<file path="config.mk">
export PLATFORM = sky130hd
export DESIGN_NAME = window_alloc
export DESIGN_NICKNAME = d
export VERILOG_FILES = /design/src/rtl/wa_pkg.sv /design/src/rtl/wa_chunk.sv /design/src/rtl/wa_fmt.sv /design/src/rtl/wa_ctrl.sv /design/src/rtl/window_alloc.sv
export SDC_FILE = /design/constraint.sdc
export NUM_CORES = 2
export LEC_CHECK = 0
export ABC_AREA = 1
export BUFFER_PORTS_ARGS = -buffer_cell sky130_fd_sc_hd__buf_2
export CAP_MARGIN = 20
export CORE_MARGIN = 1
export CORE_UTILIZATION = 54
export DETAILED_ROUTE_END_ITERATION = 16
export GPL_ROUTABILITY_DRIVEN = 1
export GPL_TIMING_DRIVEN = 0
export HOLD_SLACK_MARGIN = 0.1
export MAX_ROUTING_LAYER = met4
export PLACE_DENSITY = 0.73
export SETUP_SLACK_MARGIN = 0.15
export SYNTH_ARGS = -nofsm -noshare
export SYNTH_HDL_FRONTEND = slang
export SYNTH_SLANG_ARGS = --single-unit
</file>
<file path="constraint.sdc">
create_clock -name clk -period 12.2 [get_ports clk]
set_input_delay 3.66 -clock clk [delete_from_list [all_inputs] [get_ports clk]]
set_output_delay 3.66 -clock clk [all_outputs]
set_load 0.01 [all_outputs]
</file>
<file path="src/rtl/wa_pkg.sv">
package wa_pkg;
  typedef enum logic [1:0] {
    ST_IDLE  = 2'd0,
    ST_CALC  = 2'd1,
    ST_WRITE = 2'd2,
    ST_CLEAR = 2'd3
  } wa_state_t;

  localparam logic [2:0] REG_MATCH_LO = 3'd0;
  localparam logic [2:0] REG_MATCH_HI = 3'd1;
  localparam logic [2:0] REG_REMAP_LO = 3'd2;
  localparam logic [2:0] REG_REMAP_HI = 3'd3;
  localparam logic [2:0] REG_MASK_LO  = 3'd4;
  localparam logic [2:0] REG_MASK_HI  = 3'd5;
  localparam logic [2:0] REG_ACTION   = 3'd6;
  localparam logic [2:0] REG_LAST     = 3'd6;
endpackage

</file>
<file path="src/rtl/wa_chunk.sv">
module wa_chunk #(
  parameter int ADDR_W    = 64,
  parameter int MIN_SHIFT = 16
) (
  input  logic [ADDR_W-1:0] base,
  input  logic [ADDR_W-1:0] remain,
  output logic [ADDR_W-1:0] chunk,
  output logic              too_small
);
  localparam logic [ADDR_W-1:0] MIN_CHUNK = ADDR_W'(1) << MIN_SHIFT;

  logic [ADDR_W-1:0] top_pow;
  logic [ADDR_W-1:0] align;

  always_comb begin
    top_pow = '0;
    for (int i = 0; i < ADDR_W; i++) begin
      if (remain[i]) top_pow = ADDR_W'(1) << i;
    end
    align = base & (~base + ADDR_W'(1));
    if (base == '0 || top_pow < align) chunk = top_pow;
    else                               chunk = align;
    too_small = (chunk < MIN_CHUNK);
  end
endmodule

</file>
<file path="src/rtl/wa_fmt.sv">
module wa_fmt #(
  parameter int ADDR_W = 64
) (
  input  logic [2:0]        sel,
  input  logic [ADDR_W-1:0] phys,
  input  logic [ADDR_W-1:0] bus,
  input  logic [ADDR_W-1:0] mask,
  input  logic [31:0]       action,
  output logic [31:0]       data
);
  import wa_pkg::*;

  logic [63:0] phys_x, bus_x, mask_x;

  always_comb begin
    phys_x = 64'(phys);
    bus_x  = 64'(bus);
    mask_x = 64'(mask);
    case (sel)
      REG_MATCH_LO: data = phys_x[31:0] | 32'd1;
      REG_MATCH_HI: data = phys_x[63:32];
      REG_REMAP_LO: data = bus_x[31:0];
      REG_REMAP_HI: data = bus_x[63:32];
      REG_MASK_LO:  data = mask_x[31:0];
      REG_MASK_HI:  data = mask_x[63:32];
      REG_ACTION:   data = action;
      default:      data = '0;
    endcase
  end
endmodule

</file>
<file path="src/rtl/wa_ctrl.sv">
module wa_ctrl #(
  parameter int ADDR_W    = 64,
  parameter int NUM_WIN   = 8,
  parameter int MIN_SHIFT = 16,
  localparam int WIN_W = (NUM_WIN > 1) ? $clog2(NUM_WIN) : 1,
  localparam int IDX_W = $clog2(NUM_WIN + 1),
  localparam int WA_W  = WIN_W + 3
) (
  input  logic              clk,
  input  logic              rst,
  input  logic              cmd_valid,
  output logic              cmd_ready,
  input  logic              cmd_close,
  input  logic [ADDR_W-1:0] cmd_phys,
  input  logic [ADDR_W-1:0] cmd_bus,
  input  logic [ADDR_W-1:0] cmd_size,
  input  logic [31:0]       cmd_action,
  output logic              wr_valid,
  input  logic              wr_ready,
  output logic [WA_W-1:0]   wr_addr,
  output logic [31:0]       wr_data,
  output logic              done,
  output logic              err,
  output logic [ADDR_W-1:0] cur_phys,
  output logic [ADDR_W-1:0] cur_bus,
  output logic [ADDR_W-1:0] cur_size,
  output logic [ADDR_W-1:0] cur_mask,
  output logic [31:0]       cur_action,
  output logic [2:0]        fmt_sel,
  input  logic [31:0]       fmt_data,
  input  logic [ADDR_W-1:0] chunk,
  input  logic              too_small
);
  import wa_pkg::*;

  localparam logic [ADDR_W-1:0] LOW_KEEP = ~((ADDR_W'(1) << MIN_SHIFT) - ADDR_W'(1));
  localparam logic [IDX_W-1:0]  FULL     = IDX_W'(NUM_WIN);
  localparam logic [IDX_W-1:0]  LAST_WIN = IDX_W'(NUM_WIN - 1);

  wa_state_t         st_q;
  logic [ADDR_W-1:0] phys_q, bus_q, size_q, chunk_q, mask_q;
  logic [31:0]       act_q;
  logic [IDX_W-1:0]  idx_q, clr_q;
  logic [2:0]        reg_q;
  logic              err_q;
  logic              wv_q, done_q, err_o_q;
  logic [WA_W-1:0]   wa_q;
  logic [31:0]       wd_q;
  logic              accept;
  logic [IDX_W-1:0]  clr_start;

  assign accept     = wv_q && wr_ready;
  assign clr_start  = err_q ? '0 : idx_q;
  assign cmd_ready  = (st_q == ST_IDLE);
  assign fmt_sel    = (st_q == ST_WRITE) ? (reg_q + 3'd1) : REG_MATCH_LO;
  assign cur_phys   = phys_q;
  assign cur_bus    = bus_q;
  assign cur_size   = size_q;
  assign cur_mask   = mask_q;
  assign cur_action = act_q;
  assign wr_valid   = wv_q;
  assign wr_addr    = wa_q;
  assign wr_data    = wd_q;
  assign done       = done_q;
  assign err        = err_o_q;

  always_ff @(posedge clk) begin
    if (rst) begin
      st_q    <= ST_IDLE;
      phys_q  <= '0;
      bus_q   <= '0;
      size_q  <= '0;
      chunk_q <= '0;
      mask_q  <= '0;
      act_q   <= '0;
      idx_q   <= '0;
      clr_q   <= '0;
      reg_q   <= '0;
      err_q   <= 1'b0;
      wv_q    <= 1'b0;
      wa_q    <= '0;
      wd_q    <= '0;
      done_q  <= 1'b0;
      err_o_q <= 1'b0;
    end else begin
      done_q <= 1'b0;
      case (st_q)
        ST_IDLE: begin
          if (cmd_valid) begin
            if (cmd_close) begin
              if (clr_start == FULL) begin
                done_q  <= 1'b1;
                err_o_q <= err_q;
                err_q   <= 1'b0;
                idx_q   <= '0;
              end else begin
                clr_q <= clr_start;
                reg_q <= '0;
                wv_q  <= 1'b1;
                wa_q  <= {clr_start[WIN_W-1:0], REG_MATCH_LO};
                wd_q  <= '0;
                st_q  <= ST_CLEAR;
              end
            end else if (!err_q) begin
              phys_q <= cmd_phys;
              bus_q  <= cmd_bus;
              size_q <= cmd_size;
              act_q  <= cmd_action;
              st_q   <= ST_CALC;
            end
          end
        end
        ST_CALC: begin
          if (size_q == '0) begin
            st_q <= ST_IDLE;
          end else if (idx_q == FULL || too_small) begin
            err_q <= 1'b1;
            st_q  <= ST_IDLE;
          end else begin
            chunk_q <= chunk;
            mask_q  <= ~(chunk - ADDR_W'(1)) & LOW_KEEP;
            reg_q   <= REG_MATCH_LO;
            wv_q    <= 1'b1;
            wa_q    <= {idx_q[WIN_W-1:0], REG_MATCH_LO};
            wd_q    <= fmt_data;
            st_q    <= ST_WRITE;
          end
        end
        ST_WRITE: begin
          if (accept) begin
            if (reg_q == REG_LAST) begin
              wv_q   <= 1'b0;
              phys_q <= phys_q + chunk_q;
              bus_q  <= bus_q + chunk_q;
              size_q <= size_q - chunk_q;
              idx_q  <= idx_q + IDX_W'(1);
              st_q   <= ST_CALC;
            end else begin
              reg_q <= reg_q + 3'd1;
              wa_q  <= {idx_q[WIN_W-1:0], reg_q + 3'd1};
              wd_q  <= fmt_data;
            end
          end
        end
        ST_CLEAR: begin
          if (accept) begin
            if (reg_q == REG_LAST) begin
              if (clr_q == LAST_WIN) begin
                wv_q    <= 1'b0;
                done_q  <= 1'b1;
                err_o_q <= err_q;
                err_q   <= 1'b0;
                idx_q   <= '0;
                st_q    <= ST_IDLE;
              end else begin
                clr_q <= clr_q + IDX_W'(1);
                reg_q <= '0;
                wa_q  <= {clr_q[WIN_W-1:0] + WIN_W'(1), REG_MATCH_LO};
              end
            end else begin
              reg_q <= reg_q + 3'd1;
              wa_q  <= {clr_q[WIN_W-1:0], reg_q + 3'd1};
            end
          end
        end
        default: st_q <= ST_IDLE;
      endcase
    end
  end
endmodule

</file>
<file path="src/rtl/window_alloc.sv">
module window_alloc #(
  parameter int ADDR_W    = 64,
  parameter int NUM_WIN   = 8,
  parameter int MIN_SHIFT = 16,
  localparam int WIN_W = (NUM_WIN > 1) ? $clog2(NUM_WIN) : 1,
  localparam int WA_W  = WIN_W + 3
) (
  input  logic              clk,
  input  logic              rst,
  input  logic              cmd_valid,
  output logic              cmd_ready,
  input  logic              cmd_close,
  input  logic [ADDR_W-1:0] cmd_phys,
  input  logic [ADDR_W-1:0] cmd_bus,
  input  logic [ADDR_W-1:0] cmd_size,
  input  logic [31:0]       cmd_action,
  output logic              wr_valid,
  input  logic              wr_ready,
  output logic [WA_W-1:0]   wr_addr,
  output logic [31:0]       wr_data,
  output logic              done,
  output logic              err
);
  logic [ADDR_W-1:0] cur_phys, cur_bus, cur_size, cur_mask, chunk;
  logic [31:0]       cur_action, fmt_data;
  logic [2:0]        fmt_sel;
  logic              too_small;

  wa_chunk #(.ADDR_W(ADDR_W), .MIN_SHIFT(MIN_SHIFT)) u_chunk (
    .base(cur_phys), .remain(cur_size), .chunk(chunk), .too_small(too_small)
  );

  wa_fmt #(.ADDR_W(ADDR_W)) u_fmt (
    .sel(fmt_sel), .phys(cur_phys), .bus(cur_bus), .mask(cur_mask),
    .action(cur_action), .data(fmt_data)
  );

  wa_ctrl #(.ADDR_W(ADDR_W), .NUM_WIN(NUM_WIN), .MIN_SHIFT(MIN_SHIFT)) u_ctrl (
    .clk(clk), .rst(rst),
    .cmd_valid(cmd_valid), .cmd_ready(cmd_ready), .cmd_close(cmd_close),
    .cmd_phys(cmd_phys), .cmd_bus(cmd_bus), .cmd_size(cmd_size),
    .cmd_action(cmd_action),
    .wr_valid(wr_valid), .wr_ready(wr_ready), .wr_addr(wr_addr),
    .wr_data(wr_data), .done(done), .err(err),
    .cur_phys(cur_phys), .cur_bus(cur_bus), .cur_size(cur_size),
    .cur_mask(cur_mask), .cur_action(cur_action),
    .fmt_sel(fmt_sel), .fmt_data(fmt_data),
    .chunk(chunk), .too_small(too_small)
  );
endmodule

</file>
==> impl_metrics.yaml <==
run_status:
  status: "complete, no violations"
critical_path:
  cp_common_cell: "nand2_1"
  cp_slowest_cell: "nor2_2"
  cp_slowest_stage_delay_ns: 0.65
  cp-end-kind: "flip-flop"
  worstPathMaxFanout: 10
  arrival_ns: 8.72
  worstSetupPathType: "reg -> reg"
  cp-start-kind: "flip-flop"
  critical_path_required_ns: 12.74
die:
  die_area_mm2: 0.0662
  die_x_um: 257
  dieHeight_um: 257
  io_pins: 271
  rows: 93
  fp.coreArea_mm2: 0.0645
  initial_utilization: 0.546
final_layout:
  syn_to_final_growth_pct: 12.2
  fin_nets: 6634
  stdcell_area_mm2: 0.0395
  drive_gt1_frac: 0.0795
placement:
  dp.final_hpwl_um: 148000
  place_congestion: 1.19
  port_buffers: 270
  dpl_cell_area_mm2: 0.0378
yosys:
  synth_fp_nets: 6301
  netlist_area_mm2: 0.0352
  synth_edf_count: 0
  seq_area_frac_synth: 0.222
  synth-async-reset-ratio: 0
  yosys_register_bits: 391
  synth.avg_cell_area_um2: 6.06
  yosysTopAreaCellShare: 0.222
  ys.flop_type: "dfxtp_1"
  synth_area_leaders: "dfxtp_1 22%, nand2_1 11%, nor2_1 10%"
  postSynthCellCount: 5807
  ys_types: 62
  yosysWarnings: 0
  yosysTopAreaCell: "dfxtp_1"
global_routing:
  grt_max_degree: 16
  antenna_found_initial: 10
  first_global_vias: 40300
  overflow: 0
  grt_pass1_wl_um: 255000
  grt_usage: 0.537
timing:
  rsz0062_at_grt: "false"
  slew_violations: 0
  finalCritPeriodShare: 0.670
  fin_setup_tns_ns: 0
  relSlewSlack: 0.00943
  hold_viol: 0
  tightest_slew_ns: 1.49
  fin_skew_ns: 0.0382
  period_needed_ns: 8.18
  fmax_mhz: 122
  setup_violations: 0
job:
  cap_violations: 0
drt:
  ant_nets: 0
  wl_um: 179000
  drtIter0Drc: 6214
  drc: 0
  vias_per_cell: 6.22
  num_vias: 43800
  drt-wirelength-per-cell_um: 25.4
  drt_pre_antenna_iters: 6
clocking:
  hold_buffers: 0
  insertion_delay_ns: 0.63
  clock_sinks: 391
  post_cts_buffers: 0
  h-tree-depth: 2
  cts_made_buffers: 46
  cts_tree: "built"
  cts_resized: 0
  path_clk_slew_ns: 0.06
  clock-root-buffer: "clkbuf_16"
  clockBufferDepth: 3
power_and_ir_drop:
  power_density_mw_per_mm2: 364
  power.leakage_uw: 0.0190
  vdd_drop_max_mv: 0.301
hold_path:
  hold_class: "reg -> reg"
[registers in the layout, indices dropped and copies added, names as in the netlist, 2 cells and up]
register,count
u_ctrl.cur_mask,48
u_ctrl.clr_q,4
u_ctrl.reg_q,3
u_ctrl.st_q,2
u_ctrl.wr_addr,6
u_ctrl.chunk_q,64
u_ctrl.cur_bus,64
u_ctrl.cur_phys,64
u_ctrl.cur_size,64
u_ctrl.cur_action,32
u_ctrl.idx_q,4
u_ctrl.wr_data,32
[cells by family (layout without fill, tap and decap cells)]
family,Yosys count,count (layout),share of synthesized area
adders and majority gates,265,265,0.0949
xor gates and xnor gates,151,151,0.0376
DFF,391,391,0.222
buffers and inverters,1020,1390,0.114
other,0,13,0
AOI/OAI and AO/OA,1429,1429,0.227
and+or+nand+nor,2551,2551,0.303
[final cells by class]
type                            count  area, um^2
Fill cell                        6462       25000
Multi-Input combinational cell   4396       23300
Sequential cell                   391        7830
Inverter                          809        3040
Timing Repair Buffer              285        1560
Clock buffer                       63        1320
Tap cell                          855        1070
Buffer                            211         993
Clock inverter                     22         309
Antenna cell                       13        32.5
[synth_stat cells, types with 17 or more instances]
| library cell | count |
|---|---|
| a211oi_1 | 21 |
| a21oi_1 | 672 |
| a221oi_1 | 52 |
| a31oi_1 | 92 |
| buf_1 | 22 |
| buf_2 | 21 |
| buf_6 | 17 |
| clkbuf_1 | 141 |
| dfxtp_1 | 391 |
| ha_1 | 262 |
| inv_1 | 804 |
| nand2_1 | 1065 |
| nand2_2 | 19 |
| nand3_1 | 188 |
| nand4_1 | 101 |
| nor2_1 | 969 |
| nor3_1 | 105 |
| nor4_1 | 46 |
| o211ai_1 | 31 |
| o21a_1 | 22 |
| o21ai_0 | 378 |
| o21ai_1 | 39 |
| o221ai_1 | 21 |
| o22ai_1 | 27 |
| xnor2_1 | 49 |
| xor2_1 | 102 |
[layer usage]
metal	vias to the layer above	track usage	routed length, um
met5	-	-	0
met4	0	0.429	17100
met3	735	0.155	24900
met2	3129	0.773	73400
met1	19900	0.623	63600
li1	20000	-	-
[metrics by stage]
step / total power [uW] / hold slack [ns] / setup WS, ns / utilization / instances
2_1_floorplan: 8850 / 0.425 / 6.24 / - / 5807
3_3_place_gp: 12100 / 0.433 / 4.03 / 0.583 / 6932
3_5_place_dp: 12200 / 0.444 / 4.48 / 0.586 / 6941
4_1_cts: 13700 / 0.453 / 4.43 / 0.611 / 7026
5_1_grt: 15200 / 0.479 / 3.83 / 0.612 / 7040
6_report: 14400 / 0.447 / 4.02 / 0.612 / 7045
[path summary, 6_finish.rpt]
check / endpoint / slack, ns / startpoint / depth (start not counted)
hold reg to reg: u_ctrl.err$_SDFFE_PP0P_ / 0.45 / u_ctrl.err$_SDFFE_PP0P_ / 2
hold / removal: u_ctrl.err$_SDFFE_PP0P_ / 0.45 / u_ctrl.err$_SDFFE_PP0P_ / 2
setup reg to reg: u_ctrl.chunk_q[16]$_SDFFE_PP0P_ / 4.02 / u_ctrl.cur_size[63]$_SDFFE_PP0P_ / 29
setup / recovery: u_ctrl.chunk_q[16]$_SDFFE_PP0P_ / 4.02 / u_ctrl.cur_size[63]$_SDFFE_PP0P_ / 29
[where the power goes]
part           switching (uW)  internal [uW]  leakage [uW]
sequential                653           1660       0.00320
clock                     645            872      0.000790
combinational            7540           3000        0.0151
[placed cells by master, fill, tap and decap left out, types with 11 or more instances in the layout]
| cell | count |
|---|---|
| o21ai_1 | 39 |
| clkbuf_1 | 146 |
| a211oi_1 | 21 |
| o221ai_1 | 21 |
| buf_1 | 22 |
| nand2_2 | 19 |
| nor4_1 | 46 |
| ha_1 | 262 |
| inv_1 | 804 |
| clkbuf_16 | 46 |
| nand4_1 | 101 |
| a21o_1 | 11 |
| buf_6 | 19 |
| diode_2 | 13 |
| a21boi_0 | 11 |
| xor2_1 | 102 |
| a21oi_1 | 672 |
| buf_2 | 291 |
| xnor2_1 | 49 |
| a221oi_1 | 52 |
| o21a_1 | 22 |
| o211ai_1 | 31 |
| a31oi_1 | 92 |
| nor3_2 | 16 |
| nor2_1 | 969 |
| o22ai_1 | 27 |
| nor3_1 | 104 |
| nand2_1 | 1065 |
| dfxtp_1 | 391 |
| nand3_1 | 188 |
| o21ai_0 | 378 |
[worst max-delay path, delay by kind of cell (launching register included)]
kind                       cells  cell delay (ns)
AOI/OAI and AO/OA              2             0.70
adders and majority gates      1             0.22
buffers and inverters          5             1.32
DFF                            1             0.40
and+or+nand+nor               21             5.43
Power figures use the tool's default switching activity.
